## src/rtl/dpa_pkg.sv

```systemverilog
// Shared types for the address-match busy arbiter.
package dpa_pkg;
    // Which port currently owns a contested address.
    typedef enum logic [1:0] {
        GRANT_NONE  = 2'd0,
        GRANT_LEFT  = 2'd1,
        GRANT_RIGHT = 2'd2
    } grant_e;

    localparam int unsigned NPORT = 2;
    localparam int unsigned PORT_L = 0;
    localparam int unsigned PORT_R = 1;
endpackage

```

## src/rtl/dpa_arrival_track.sv

```systemverilog
// Arrival tracker for one port.
// Flags the cycle in which a port newly settles on an address: its enable
// rose, or its address changed while enabled. Assumes that the enable and
// address are sampled once per clock. Reset clears the memory, so a port
// that is enabled right after reset counts as newly arrived.
module dpa_arrival_track #(
    parameter int unsigned ADDR_W = 15
) (
    input  logic              clk,
    input  logic              rst_n,
    input  logic              en,
    input  logic [ADDR_W-1:0] addr,
    output logic              fresh
);
    logic              prev_en;
    logic [ADDR_W-1:0] prev_addr;

    // Remember the enable and address seen at the last clock.
    always_ff @(posedge clk) begin
        if (!rst_n) begin
            prev_en   <= 1'b0;
            prev_addr <= '0;
        end else begin
            prev_en   <= en;
            prev_addr <= addr;
        end
    end

    // A port is new this cycle if it was idle before or has moved.
    always_comb begin
        fresh = en && (!prev_en || (addr != prev_addr));
    end
endmodule

```

## src/rtl/dpa_grant_ctrl.sv

```systemverilog
// Grant controller.
// Decides which port owns a contested address. It holds the decision for as
// long as the collision lasts in master mode, and clears it otherwise. A fresh
// decision favours the port that did not just arrive, and the left port on a
// tie. Assumes that match and the arrival flags are valid in the same cycle.
module dpa_grant_ctrl
    import dpa_pkg::*;
(
    input  logic   clk,
    input  logic   rst_n,
    input  logic   arb_on,
    input  logic   match,
    input  logic   l_fresh,
    input  logic   r_fresh,
    output grant_e winner
);
    grant_e held_q;
    grant_e fresh_pick;

    // Pick a winner from arrival order; the port that came later loses.
    always_comb begin
        if (l_fresh && !r_fresh) begin
            fresh_pick = GRANT_RIGHT;
        end else begin
            fresh_pick = GRANT_LEFT;
        end
    end

    // A held grant has priority over a new pick while the collision lasts.
    always_comb begin
        if (!(arb_on && match)) begin
            winner = GRANT_NONE;
        end else if (held_q != GRANT_NONE) begin
            winner = held_q;
        end else begin
            winner = fresh_pick;
        end
    end

    // Keep the grant across a collision and drop it once the collision ends.
    always_ff @(posedge clk) begin
        if (!rst_n) begin
            held_q <= GRANT_NONE;
        end else begin
            held_q <= winner;
        end
    end
endmodule

```

## src/rtl/dpa_write_gate.sv

```systemverilog
// Write qualifier for one port.
// Passes a write to the array only when the port is enabled, requests a write,
// and is not busy. In master mode the arbiter's own busy output is the
// source; in slave mode the external inhibit input is. Purely combinational.
module dpa_write_gate (
    input  logic master_mode,
    input  logic en,
    input  logic wr,
    input  logic busy_out_n,
    input  logic busy_in_n,
    output logic wr_ok
);
    logic clear_to_write;

    // Choose the busy source for the current mode.
    always_comb begin
        clear_to_write = master_mode ? busy_out_n : busy_in_n;
    end

    // Qualify the write with enable, request and busy state.
    always_comb begin
        wr_ok = en && wr && clear_to_write;
    end
endmodule

```

## src/rtl/dpa_busy_arbiter.sv

```systemverilog
// Address-match busy arbiter (top).
// Compares both ports' enables and addresses. In master mode it grants a
// contested word to one port, drives active-low busy to the other, and blocks
// that port's writes. In slave mode the busy outputs stay high, and the
// external busy inputs act as write inhibits. Assumes both ports share one
// clock. The read/write level never enters the arbitration.
module dpa_busy_arbiter
    import dpa_pkg::*;
#(
    parameter int unsigned ADDR_W = 15
) (
    input  logic              clk,
    input  logic              rst_n,
    input  logic              master_mode,
    input  logic              l_en,
    input  logic              l_wr,
    input  logic [ADDR_W-1:0] l_addr,
    input  logic              r_en,
    input  logic              r_wr,
    input  logic [ADDR_W-1:0] r_addr,
    input  logic              l_busy_in_n,
    input  logic              r_busy_in_n,
    output logic              l_busy_n,
    output logic              r_busy_n,
    output logic              l_wr_ok,
    output logic              r_wr_ok
);
    logic [NPORT-1:0]             en_v;
    logic [NPORT-1:0]             wr_v;
    logic [NPORT-1:0][ADDR_W-1:0] addr_v;
    logic [NPORT-1:0]             busy_in_v;
    logic [NPORT-1:0]             busy_out_v;
    logic [NPORT-1:0]             fresh_v;
    logic [NPORT-1:0]             wr_ok_v;
    logic                         match;
    grant_e                       winner;

    // Gather per-port signals into vectors for the replicated logic.
    always_comb begin
        en_v[PORT_L]      = l_en;
        en_v[PORT_R]      = r_en;
        wr_v[PORT_L]      = l_wr;
        wr_v[PORT_R]      = r_wr;
        addr_v[PORT_L]    = l_addr;
        addr_v[PORT_R]    = r_addr;
        busy_in_v[PORT_L] = l_busy_in_n;
        busy_in_v[PORT_R] = r_busy_in_n;
    end

    // Detect a collision: both enabled on the same word.
    always_comb begin
        match = l_en && r_en && (l_addr == r_addr);
    end

    // One arrival tracker and one write gate per port.
    for (genvar p = 0; p < NPORT; p++) begin : g_port
        dpa_arrival_track #(
            .ADDR_W (ADDR_W)
        ) u_track (
            .clk   (clk),
            .rst_n (rst_n),
            .en    (en_v[p]),
            .addr  (addr_v[p]),
            .fresh (fresh_v[p])
        );

        dpa_write_gate u_gate (
            .master_mode (master_mode),
            .en          (en_v[p]),
            .wr          (wr_v[p]),
            .busy_out_n  (busy_out_v[p]),
            .busy_in_n   (busy_in_v[p]),
            .wr_ok       (wr_ok_v[p])
        );
    end

    dpa_grant_ctrl u_grant (
        .clk     (clk),
        .rst_n   (rst_n),
        .arb_on  (master_mode),
        .match   (match),
        .l_fresh (fresh_v[PORT_L]),
        .r_fresh (fresh_v[PORT_R]),
        .winner  (winner)
    );

    // Busy goes low on the port that did not win; high in slave mode.
    always_comb begin
        busy_out_v[PORT_L] = !(winner == GRANT_RIGHT);
        busy_out_v[PORT_R] = !(winner == GRANT_LEFT);
    end

    // Drive the top-level outputs.
    always_comb begin
        l_busy_n = busy_out_v[PORT_L];
        r_busy_n = busy_out_v[PORT_R];
        l_wr_ok  = wr_ok_v[PORT_L];
        r_wr_ok  = wr_ok_v[PORT_R];
    end
endmodule

```

## config.mk

```make
export PLATFORM = sky130hd
export DESIGN_NAME = dpa_busy_arbiter
export DESIGN_NICKNAME = d
export VERILOG_FILES = /design/src/rtl/dpa_pkg.sv /design/src/rtl/dpa_arrival_track.sv /design/src/rtl/dpa_grant_ctrl.sv /design/src/rtl/dpa_write_gate.sv /design/src/rtl/dpa_busy_arbiter.sv
export SDC_FILE = /design/constraint.sdc
export NUM_CORES = 1
export LEC_CHECK = 0
export BUFFER_PORTS_ARGS = -buffer_cell sky130_fd_sc_hd__buf_2
export CORE_MARGIN = 2
export CORE_UTILIZATION = 57
export CTS_BUF_LIST = sky130_fd_sc_hd__clkbuf_8
export DETAILED_ROUTE_END_ITERATION = 12
export GPL_ROUTABILITY_DRIVEN = 0
export PLACE_DENSITY = 0.88
export SLEW_MARGIN = 10
export SYNTH_ARGS = -nofsm -noshare
export SYNTH_HDL_FRONTEND = slang
export SYNTH_SLANG_ARGS = --single-unit
```

## constraint.sdc

```tcl
create_clock -name clk -period 3.8 [get_ports clk]
set_clock_uncertainty 0.2 [all_clocks]
set_input_delay 0.38 -clock clk [delete_from_list [all_inputs] [get_ports clk]]
set_output_delay 0.38 -clock clk [all_outputs]
set_load 0.01 [all_outputs]
```

==> out/results.tsv, run 1 <==
stage	metric	value	unit
final_layout	drive_gt1_frac	0.249	
die	die_x	55.8	um
placement	postPlaceCellArea	1760	um2
die	start_util	0.611	
die	coreArea	2500	um2
clock_network	cts.hold.buffers_added	0	
routing	viasPerCell	5.33	
routing	drc_errors	0	
clock_network	htree_levels	2	
grt	grt_pass1_wl	5420	um
critical_path	crit_path_start	g_port[1].u_track.prev_addr[5]	
power_and_ir_drop	powerDensity	434	nW/um2
power_and_ir_drop	ir_drop	395	uV
worst_hold_path	holdPathEnd	g_port[1].u_track.prev_addr[7]	
final_layout	nNetsFinal	239	
timing	max_freq	372	MHz
critical_path	arrival	2110	ps
final_layout	fin_area	1870	um2
routing	antenna_left	0	
yosys	synth_area_leaders	dfxtp_1 (45%), xnor2_1 (26%), and2_1 (13%)	
routing	drt_pass1_iterations	4	
critical_path	crit-reg2reg-capture	u_grant.held_q[1]	
timing	final_hold_viol_count	0	
yosys	syn_nets	193	
worst_hold_path	min_from	r_addr[7]	
critical_path	path_class	reg2out	
timing	setup_tns	0	ps
clock_network	cts.repair.resized	0	
critical_path	critPathMaxFanout	3	
yosys	ys_types	21	
timing	worstMarginPinSlew	705	ps
routing	vias	1232	
grt	grt_max_degree	34	
routing	wl	3200	um
yosys	ys_seq_elements	34	
timing	finalSetupViolCount	0	
clock_network	clk_latency	290	ps
final_layout	areaGrowthSynthToFinish	22.4	%
timing	slew_headroom	0.525	
placement	io_buffer_count	42	
final_layout	post-route-util	0.748	
grt	grt_antenna_before_repair	0	
clock_network	post_cts_buffers	0	
yosys	synth_top_area_share	0.446	
clock_network	clockBufferDepth	2	
timing	slew_viol_final	0	
timing	hold_slack	140	ps
grt	gr-total-overflow	0	
grt	grt_pass1_vias	1261	
power_and_ir_drop	design_power_total	813	uW
timing	period_share	0.708	
worst_hold_path	min_path_cells	2	
clock_network	clk_pin_slew	70	ps
worst_hold_path	hp-class	in2reg	
routing	drtIter0Drc	34	
grt	grt.total_usage	0.226	
critical_path	reg2reg_from	g_port[1].u_track.prev_addr[5]	
critical_path	critPathLaunchType	register	
final_layout	n_antenna_cell	0	
clock_network	numCtsBuffers	5	
critical_path	rr_worst_depth	5	
clock_network	cts_sinks	34	
yosys	syn_area_per_cell	9.92	um2
routing	wire_per_inst	13.8	um
critical_path	r2r_slack	1870	ps
power_and_ir_drop	leakagePower	0.721	nW
yosys	syn_inst	154	
die	num_rows	18	
die	die_h	55.8	um
die	die-area	3110	um2
yosys	yosysTopAreaCell	dfxtp_1	
status	status	finished clean	
timing	rsz0062_at_grt	no	
critical_path	required	3220	ps
die	ioPinCount	43	
yosys	synth_warnings	0	
clock_network	cts_tree	yes	
critical_path	endpoint_kind	primary output	
yosys	seq_area_frac_synth	0.446	
flow_run	drv_cap	0	
timing	post-route-min-period	2690	ps
clock_network	clock-root-buffer	clkbuf_8	
yosys	synth_area	1530	um2
## synth_stat cells
| master | n |
|---|---|
| xnor2_1 | 45 |
| nor4_1 | 3 |
| and2_1 | 31 |
| o21ai_0 | 2 |
| or4_4 | 1 |
| nor2_1 | 3 |
| a211oi_1 | 1 |
| clkbuf_1 | 3 |
| a31oi_1 | 1 |
| nand2_1 | 3 |
| nor3_1 | 1 |
| dfxtp_1 | 34 |
| inv_1 | 1 |
| a21oi_1 | 1 |
| nor3b_1 | 1 |
| and2_2 | 1 |
| nand4_1 | 16 |
| o211ai_1 | 3 |
| nand3_1 | 1 |
| a211o_1 | 1 |
| and3_1 | 1 |
## routing by layer
| layer | GRT usage | wire, um | vias to the layer above |
|---|---|---|---|
| li1 | - | - | 612 |
| met1 | 0.258 | 1360 | 568 |
| met2 | 0.381 | 1560 | 45 |
| met3 | 0.0744 | 210 | 7 |
| met4 | 0.101 | 62 | 0 |
| met5 | 0 | 0 | - |
## worst max path at each step
| stage | end | slack [ps] | cells after the start |
|---|---|---|---|
| floorplan | r_wr_ok | 1500 | 5 |
| global placement | r_wr_ok | 1270 | 7 |
| detailed placement | r_wr_ok | 1230 | 7 |
| CTS | r_wr_ok | 1100 | 6 |
| global route | l_busy_n | 950 | 6 |
| finish | r_wr_ok | 1110 | 6 |
## worst max-delay path: stages (launching register included)
cell	delay [ps]
dfxtp_1	320
xnor2_1	170
nand4_1	120
or4_4	560
a211o_1	350
a31oi_1	170
buf_2	150
## cell usage in the layout, fill, tap and decap left out, drive strengths merged, types with 2 or more instances in the layout
master	count
inv	3
nand2	3
and2	32
o21ai	2
dfxtp	34
clkbuf	5
nor2	3
nor4	3
o211ai	3
xnor2	45
buf	42
nand4	16
## layout make-up
| cell class | instances | area [um2] |
|---|---|---|
| Timing Repair Buffer | 42 | 210 |
| Clock inverter | 3 | 37.5 |
| Sequential cell | 34 | 681 |
| Clock buffer | 5 | 68.8 |
| Fill cell | 198 | 629 |
| Inverter | 1 | 3.75 |
| Multi-Input combinational cell | 116 | 832 |
| Tap cell | 30 | 37.5 |
## sequential cells by signal, summed over array words and instances, names as in the netlist
register,cells
g_port.u_track.prev_addr,30
g_port.u_track.prev_en,2
u_grant.held_q,2
## power breakdown
part / leakage [nW] / internal, mW / switching (mW)
logic: 0.377 / 0.0597 / 0.0555
clock network: 0.0607 / 0.191 / 0.124
registers: 0.283 / 0.375 / 0.00770
total: 0.721 / 0.625 / 0.188
## per-stage QoR
stage,setup slack (ps),std cells
after CTS,1100,231
after floorplan,1500,154
after detailed placement,1230,223
after global routing,946,231
final,1110,231
after global placement,1270,223
## cells by family after synthesis
group           synth area share
compound gates            0.0393
xor+xnor                   0.258
buf+inv                  0.00983
flops                      0.446
simple gates               0.247
(Power assumes the default switching activity.)
==> inputs of run 2 (changes only) <==
--- a/config.mk
+++ b/config.mk
@@ -7,11 +7,11 @@
 export LEC_CHECK = 0
 export BUFFER_PORTS_ARGS = -buffer_cell sky130_fd_sc_hd__buf_2
 export CORE_MARGIN = 2
-export CORE_UTILIZATION = 57
+export CORE_UTILIZATION = 53
 export CTS_BUF_LIST = sky130_fd_sc_hd__clkbuf_8
 export DETAILED_ROUTE_END_ITERATION = 12
 export GPL_ROUTABILITY_DRIVEN = 0
-export PLACE_DENSITY = 0.88
+export PLACE_DENSITY = 0.83
 export SLEW_MARGIN = 10
 export SYNTH_ARGS = -nofsm -noshare
 export SYNTH_HDL_FRONTEND = slang
==> constraint.sdc (replaced) <==
create_clock -name clk -period 2.6 [get_ports clk]
set_clock_uncertainty 0.2 [all_clocks]
set_input_delay 0.26 -clock clk [delete_from_list [all_inputs] [get_ports clk]]
set_output_delay 0.26 -clock clk [all_outputs]
set_load 0.01 [all_outputs]
==> run 2 against run 1 <==
Effect of this change: worst hold slack worse by 120 ps; global-route usage shrank 0.32 points; critical path depth stayed put; clock power is 49% higher; core utilization shrank 6.9 points; setup slack worse by 1100 ps; cell count grew 0.43%; non-clock buffer count did not move; wire length grew 1.7%; sequential share of layout area shrank 0.073 points; flip-flop and latch count stayed put; critical path type unchanged; critical endpoint unchanged; largest power group unchanged.
==> out/results.tsv, run 2 (synthesis results as in run 1) <==
stage	metric	value	unit	change
timing	max_freq	391	MHz	
clock_network	cts.repair.resized	0		unchanged
final_layout	post-route-util	0.680		was 0.748
clock_network	clk_latency	280	ps	was 290 ps
final_layout	seq_area	681	um2	unchanged
timing	slew_headroom	0.558		was 0.525
power_and_ir_drop	powerDensity	638	nW/um2	was 434 nW/um2
die	die-area	3330	um2	was 3110 um2
power_and_ir_drop	p_clk_frac	0.391		was 0.388
clock_network	clk_pin_slew	70	ps	about the same
routing	drc_errors	0		unchanged
timing	slew_viol_final	0		unchanged
timing	period_share	0.984		
critical_path	critPathBufInv	1		unchanged
grt	use_met3	0.0469		was 0.0744
clock_network	cts_sinks	34		unchanged
status	status	finished clean		unchanged
power_and_ir_drop	sequentialPowerShare	0.468		was 0.471
die	die_h	57.7	um	was 55.8 um
critical_path	endpoint_kind	primary output		unchanged
die	ioPinCount	43		unchanged
critical_path	critPathMaxFanout	3		unchanged
power_and_ir_drop	p_comb_frac	0.141		was 0.142
placement	dp.cells	224		was 223
flow_run	drv_cap	0		unchanged
routing	wl	3250	um	was 3200 um
clock_network	cts.hold.buffers_added	0		unchanged
power_and_ir_drop	switchingPower	278	uW	was 188 uW
final_layout	largest_reg_flops	30		unchanged
final_layout	final_common_cell	xnor2_1		unchanged
timing	worstMarginPinSlew	657	ps	was 705 ps
final_layout	fin_cells	232		was 231
routing	viasPerCell	5.25		was 5.33
grt	gr-max-usage-layer	met2		unchanged
routing	wire_per_inst	14.0	um	was 13.8 um
timing	final_hold_viol_count	0		unchanged
final_layout	drive_gt1_frac	0.259		was 0.249
routing	antenna_left	0		unchanged
grt	grt.total_usage	0.222		was 0.226
critical_path	reg2reg_from	g_port[1].u_track.prev_addr[7]		was g_port[1].u_track.prev_addr[5]
grt	grt_max_degree	34		unchanged
final_layout	multi_input_area	832	um2	unchanged
grt	grt.met2_usage	0.380		was 0.381
final_layout	n_antenna_cell	0		unchanged
final_layout	top_register	g_port.u_track.prev_addr		unchanged
power_and_ir_drop	leakagePower	0.718	nW	was 0.721 nW
grt	grt_pass1_vias	1264		was 1,261
final_layout	nFillCells	224		was 198
clock_network	post_cts_buffers	0		unchanged
die	die_x	57.7	um	was 55.8 um
clock_network	cts_tree	yes		unchanged
grt	grt.met1_usage	0.256		was 0.258
critical_path	arrival	2100	ps	was 2110 ps
power_and_ir_drop	ir_drop	652	uV	was 395 uV
final_layout	nNetsFinal	239		unchanged
clock_network	htree_levels	2		unchanged
critical_path	crit_slowest_cell	or4_4		unchanged
critical_path	max_stage_delay	570	ps	was 560 ps
clock_network	clock-root-buffer	clkbuf_8		unchanged
routing	drtIter0Drc	75		was 34
grt	gr-total-overflow	0		unchanged
clock_network	numCtsBuffers	5		unchanged
critical_path	required	2140	ps	was 3220 ps
critical_path	critPathCapture	r_wr_ok		unchanged
power_and_ir_drop	p_int	917	uW	was 625 uW
final_layout	top_regs	g_port.u_track.prev_addr x30, g_port.u_track.prev_en x2, u_grant.held_q x2		unchanged
die	num_rows	19		was 18
critical_path	crit_path_start	g_port[1].u_track.prev_addr[7]		was g_port[1].u_track.prev_addr[5]
die	start_util	0.554		was 0.611
routing	drt_pass1_iterations	4		unchanged
power_and_ir_drop	design_power_total	1.20	mW	was 813 uW
final_layout	layout_common_cells	xnor2_1 (45), buf_2 (42), dfxtp_1 (34), and2_1 (31), nand4_1 (16)		unchanged
critical_path	cpLargestDelayFamily	simple AND/OR/NAND/NOR gates		unchanged
critical_path	cp.depth	6		unchanged
critical_path	path_cells	xnor2_1, nand4_1, or4_4, a211o_1, a31oi_1, buf_2		unchanged
critical_path	path_class	reg2out		unchanged
grt	grt_pass1_wl	5480	um	was 5420 um
critical_path	critPathLaunchType	register		unchanged
final_layout	areaGrowthSynthToFinish	22.7	%	was 22.4%
clock_network	clockBufferDepth	2		unchanged
timing	post-route-min-period	2560	ps	
routing	vias	1219		was 1,232
critical_path	rr_worst_depth	5		unchanged
timing	finalSetupViolCount	0		unchanged
power_and_ir_drop	switching_share	0.233		was 0.231
critical_path	r2r_slack	690	ps	was 1870 ps
timing	rsz0062_at_grt	yes		was no
grt	grt_antenna_before_repair	0		unchanged
placement	io_buffer_count	42		unchanged
worst_hold_path	hp-class	in2reg		unchanged
die	coreArea	2760	um2	was 2500 um2
critical_path	crit-reg2reg-capture	u_grant.held_q[1]		unchanged
placement	dpl.hpwl	2490	um	
[run 2: cell count changes in the layout (fill, tap and decap cells not counted), sizes merged]
cell    previous run  this run
inv                3         1
clkinv             0         2
[run 2: cell type report]
type	instances	area share
Multi-Input combinational cell	116	0.444
Sequential cell	34	0.363
Timing Repair Buffer	42	0.112
Clock buffer	5	0.0367
Clock inverter	3	0.0214
Tap cell	31	0.0207
Inverter	1	0.00200
[run 2: how the worst min path moves through the flow]
stage | cells after the start | end | from | slack, ps
floorplan | 1 | g_port[0].u_track.prev_addr[0] | l_addr[0] | 180
global placement | 2 | u_grant.held_q[1] | u_grant.held_q[1] | 300
detailed placement | 2 | g_port[0].u_track.prev_en | l_en | 320
CTS | 2 | g_port[0].u_track.prev_en | l_en | 20
global route | 2 | g_port[0].u_track.prev_addr[10] | l_addr[10] | 30
finish | 2 | g_port[0].u_track.prev_en | l_en | 20
[run 2: worst reg2reg max path, stage by stage (launching register included)]
cell and delay (ps):
dfxtp_1 310, xnor2_1 160, nand4_1 140, or4_4 570
a211o_1 310, a21oi_1 150
[run 2: power by group through the flow]
stage | clock network (mW) | registers (mW) | logic (mW)
after floorplan | 0 | 0.568 | 0.0989
after global placement | 0 | 0.570 | 0.161
after detailed placement | 0 | 0.570 | 0.167
after CTS | 0.477 | 0.559 | 0.169
after global routing | 0.499 | 0.561 | 0.185
final | 0.468 | 0.559 | 0.168
[run 2: layer usage]
metal	vias to the layer above	part of all wire
li1	614	-
met1	563	0.43
met2	35	0.50
met3	7	0.048
met4	0	0.021
met5	-	0
[run 2: through the flow]
step / instance area, um2 / setup TNS (ps) / hold slack, ps / setup slack [ps]
finish: 1870 / 0 / 22.3 / 42.8
global route: 1870 / -14.4 / 31.4 / -10.0
CTS: 1870 / 0 / 21.1 / 2.35
detailed placement: 1770 / 0 / 317 / 241
global placement: 1770 / 0 / 300 / 283
floorplan: 1530 / 0 / 182 / 489
==> inputs of run 3 (changes only) <==
--- a/config.mk
+++ b/config.mk
@@ -11,8 +11,10 @@
 export CTS_BUF_LIST = sky130_fd_sc_hd__clkbuf_8
 export DETAILED_ROUTE_END_ITERATION = 12
 export GPL_ROUTABILITY_DRIVEN = 0
+export GPL_TIMING_DRIVEN = 0
 export PLACE_DENSITY = 0.83
 export SLEW_MARGIN = 10
 export SYNTH_ARGS = -nofsm -noshare
 export SYNTH_HDL_FRONTEND = slang
 export SYNTH_SLANG_ARGS = --single-unit
+export TNS_END_PERCENT = 5
==> constraint.sdc (replaced) <==
create_clock -name clk -period 2.6 [get_ports clk]
set_clock_uncertainty 0.2 [all_clocks]
set_input_delay 0.39 -clock clk [delete_from_list [all_inputs] [get_ports clk]]
set_output_delay 0.39 -clock clk [all_outputs]
set_load 0.01 [all_outputs]
==> run 3 against run 2 <==
Effect of this change: the flow now finishes with violations (setup timing); wire length rose by 7.8%; global-route usage rose by 1.2 points; critical endpoint unchanged; via count rose by 2.5%; total power fell by 5.4%; fmax fell by 1.9%; critical path depth did not move; largest power group unchanged; first-iteration DRC count fell by 36%; worst hold slack improved by 130 ps; die area did not move; flip-flop and latch count did not move; core utilization rose by 0.73 points; clock-buffer cell count rose by 1.
==> out/results.tsv, run 3 (synthesis results as in run 1) <==
stage	metric	value	unit	change
critical_path	reg2reg_from	g_port[1].u_track.prev_addr[5]		was g_port[1].u_track.prev_addr[7]
final_layout	areaGrowthSynthToFinish	24.0	%	was 22.7%
timing	post-route-min-period	2610	ps	was 2560 ps
timing	finalSetupViolCount	1		was 0
clock_network	clockBufferDepth	2		unchanged
final_layout	drive_gt1_frac	0.275		was 0.259
critical_path	critPathMaxFanout	3		unchanged
final_layout	fin_cells	235		was 232
power_and_ir_drop	powerDensity	597	nW/um2	was 638 nW/um2
clock_network	clk_latency	290	ps	was 280 ps
grt	grt_pass1_vias	1305		was 1,264
critical_path	r2r_slack	740	ps	was 690 ps
clock_network	numCtsBuffers	5		unchanged
worst_hold_path	min_path_cells	2		unchanged
timing	period_share	1.00		was 0.984
placement	dpl.hpwl	2650	um	was 2490 um
final_layout	largest_reg_flops	30		unchanged
routing	drt_pass1_iterations	4		unchanged
worst_hold_path	holdPathEnd	g_port[1].u_track.prev_addr[4]		was g_port[0].u_track.prev_en
routing	wire_per_inst	14.9	um	was 14.0 um
critical_path	required	2010	ps	was 2140 ps
critical_path	crit-reg2reg-capture	u_grant.held_q[1]		unchanged
routing	vias	1249		was 1,219
critical_path	arrival	2020	ps	was 2100 ps
final_layout	n_antenna_cell	0		unchanged
routing	antenna_left	0		unchanged
critical_path	max_stage_delay	560	ps	was 570 ps
final_layout	top_regs	g_port.u_track.prev_addr x30, g_port.u_track.prev_en x2, u_grant.held_q x2		unchanged
clock_network	cts_tree	yes		unchanged
grt	grt.total_usage	0.235		was 0.222
clock_network	post_cts_buffers	0		unchanged
grt	grt_pass1_wl	5730	um	was 5480 um
critical_path	critPathLaunchType	register		unchanged
timing	slew_viol_final	0		unchanged
critical_path	critPathBufInv	1		unchanged
critical_path	cp.depth	6		unchanged
clock_network	cts.hold.buffers_added	0		unchanged
flow_run	drv_cap	0		unchanged
power_and_ir_drop	p_int	847	uW	was 917 uW
grt	gr-max-usage-layer	met2		unchanged
placement	dp.cells	227		was 224
critical_path	crit_slowest_cell	or4_4		unchanged
timing	slew_headroom	0.710		was 0.558
timing	max_freq	384	MHz	was 391 MHz
status	status	finished, violations left		was finished clean
critical_path	path_class	reg2out		unchanged
final_layout	post-route-util	0.687		was 0.680
final_layout	final_common_cell	xnor2_1		unchanged
die	num_rows	19		unchanged
timing	worstMarginPinSlew	436	ps	was 657 ps
final_layout	nFillCells	225		was 224
critical_path	rr_worst_depth	5		unchanged
grt	grt.met2_usage	0.404		was 0.380
worst_hold_path	hp-class	in2reg		unchanged
routing	drc_errors	0		unchanged
die	die-area	3330	um2	unchanged
routing	viasPerCell	5.31		was 5.25
critical_path	endpoint_kind	primary output		unchanged
grt	grt_max_degree	11		was 34
critical_path	cpLargestDelayFamily	simple AND/OR/NAND/NOR gates		unchanged
final_layout	nNetsFinal	242		was 239
die	coreArea	2760	um2	unchanged
die	ioPinCount	43		unchanged
power_and_ir_drop	leakagePower	0.722	nW	was 0.718 nW
worst_hold_path	min_from	r_addr[4]		was l_en
clock_network	clk_pin_slew	70	ps	about the same
clock_network	cts_sinks	34		unchanged
power_and_ir_drop	ir_drop	548	uV	was 652 uV
die	start_util	0.554		unchanged
power_and_ir_drop	switching_share	0.251		was 0.233
grt	grt_antenna_before_repair	0		unchanged
power_and_ir_drop	p_comb_frac	0.155		was 0.141
die	die_h	57.7	um	unchanged
timing	setup_tns	-5.63	ps	was 0 ps
routing	drtIter0Drc	48		was 75
power_and_ir_drop	switchingPower	283	uW	was 278 uW
clock_network	clock-root-buffer	clkbuf_8		unchanged
power_and_ir_drop	p_clk_frac	0.350		was 0.391
grt	gr-total-overflow	0		unchanged
power_and_ir_drop	design_power_total	1.13	mW	was 1.20 mW
critical_path	path_cells	xnor2_1, nand4_1, or4_4, a211o_1, a31oi_1, buf_2		unchanged
placement	io_buffer_count	42		unchanged
grt	grt.met1_usage	0.262		was 0.256
power_and_ir_drop	sequentialPowerShare	0.495		was 0.468
die	die_x	57.7	um	unchanged
timing	final_hold_viol_count	0		unchanged
timing	layout_setup_ws	-5.63	ps	was 42.8 ps
final_layout	top_register	g_port.u_track.prev_addr		unchanged
clock_network	htree_levels	2		unchanged
status	violations	setup timing		
timing	rsz0062_at_grt	yes		unchanged
routing	wl	3510	um	was 3250 um
final_layout	layout_common_cells	xnor2_1 (44), buf_2 (42), dfxtp_1 (33), and2_1 (31), nand4_1 (16)		was xnor2_1 (45), buf_2 (42), dfxtp_1 (34), and2_1 (31), nand4_1 (16)
grt	use_met3	0.0871		was 0.0469
## run 3: cell count changes in the layout (fill, tap and decap cells not counted), sizes merged
cell,delta
clkbuf,+4
bufinv,-1
clkinv,-1
inv,+1
## run 3: cell type report
class                           instances  area, um2  area share
Multi-Input combinational cell        116        857       0.452
Sequential cell                        34        682       0.360
Buffer                                  3       11.3     0.00594
Clock buffer                            6       82.6      0.0436
Clock inverter                          2       8.76     0.00462
Inverter                                1       3.75     0.00198
Tap cell                               31       38.8      0.0205
Timing Repair Buffer                   42        210       0.111
## run 3: worst max path at each step
stage                                               from  slack, ps  endpoint
after floorplan                               r_addr[12]        280   r_wr_ok
after global placement                        r_addr[12]         -6   r_wr_ok
after detailed placement                       r_addr[6]        -40   r_wr_ok
after CTS                 g_port[1].u_track.prev_addr[5]         -9   r_wr_ok
after global routing      g_port[1].u_track.prev_addr[5]       -140   r_wr_ok
final                     g_port[1].u_track.prev_addr[5]         -6   r_wr_ok
## run 3: per-stage QoR
step / setup slack, ps / area (um2) / hold slack (ps)
after floorplan: 277 / 1530 / 282
after detailed placement: -43.9 / 1780 / 316
after CTS: -9.31 / 1880 / 154
after global placement: -6.19 / 1780 / 301
final: -5.63 / 1890 / 152
after global routing: -142 / 1890 / 151
## run 3: routing by layer
layer	up-vias	part of all wire	routed length (um)
li1	618	-	-
met1	589	0.42	1480
met2	38	0.52	1820
met3	4	0.054	191
met4	0	0.0066	23
met5	-	0	0
## run 3: worst register-to-register path: cells and delay by family (launching register included)
kind,cells,cell delay (ps)
AND/OR/NAND/NOR,2,700
XOR/XNOR,1,120
AO/OA/AOI/OAI,2,460
flip-flops,1,330
## run 3: what timing repair did
action / 4_1_cts / 5_1_grt
endpoints found under the setup margin: 3 / 3
pin swaps: 10 / 5
gates resized for setup: 2 / 4
## run 3: power groups by stage
stage / clock network (mW) / logic [mW] / registers, mW
after floorplan: 0 / 0.0989 / 0.568
after global placement: 0 / 0.164 / 0.569
after detailed placement: 0 / 0.169 / 0.571
after CTS: 0.398 / 0.173 / 0.560
after global routing: 0.427 / 0.191 / 0.561
final: 0.395 / 0.175 / 0.560
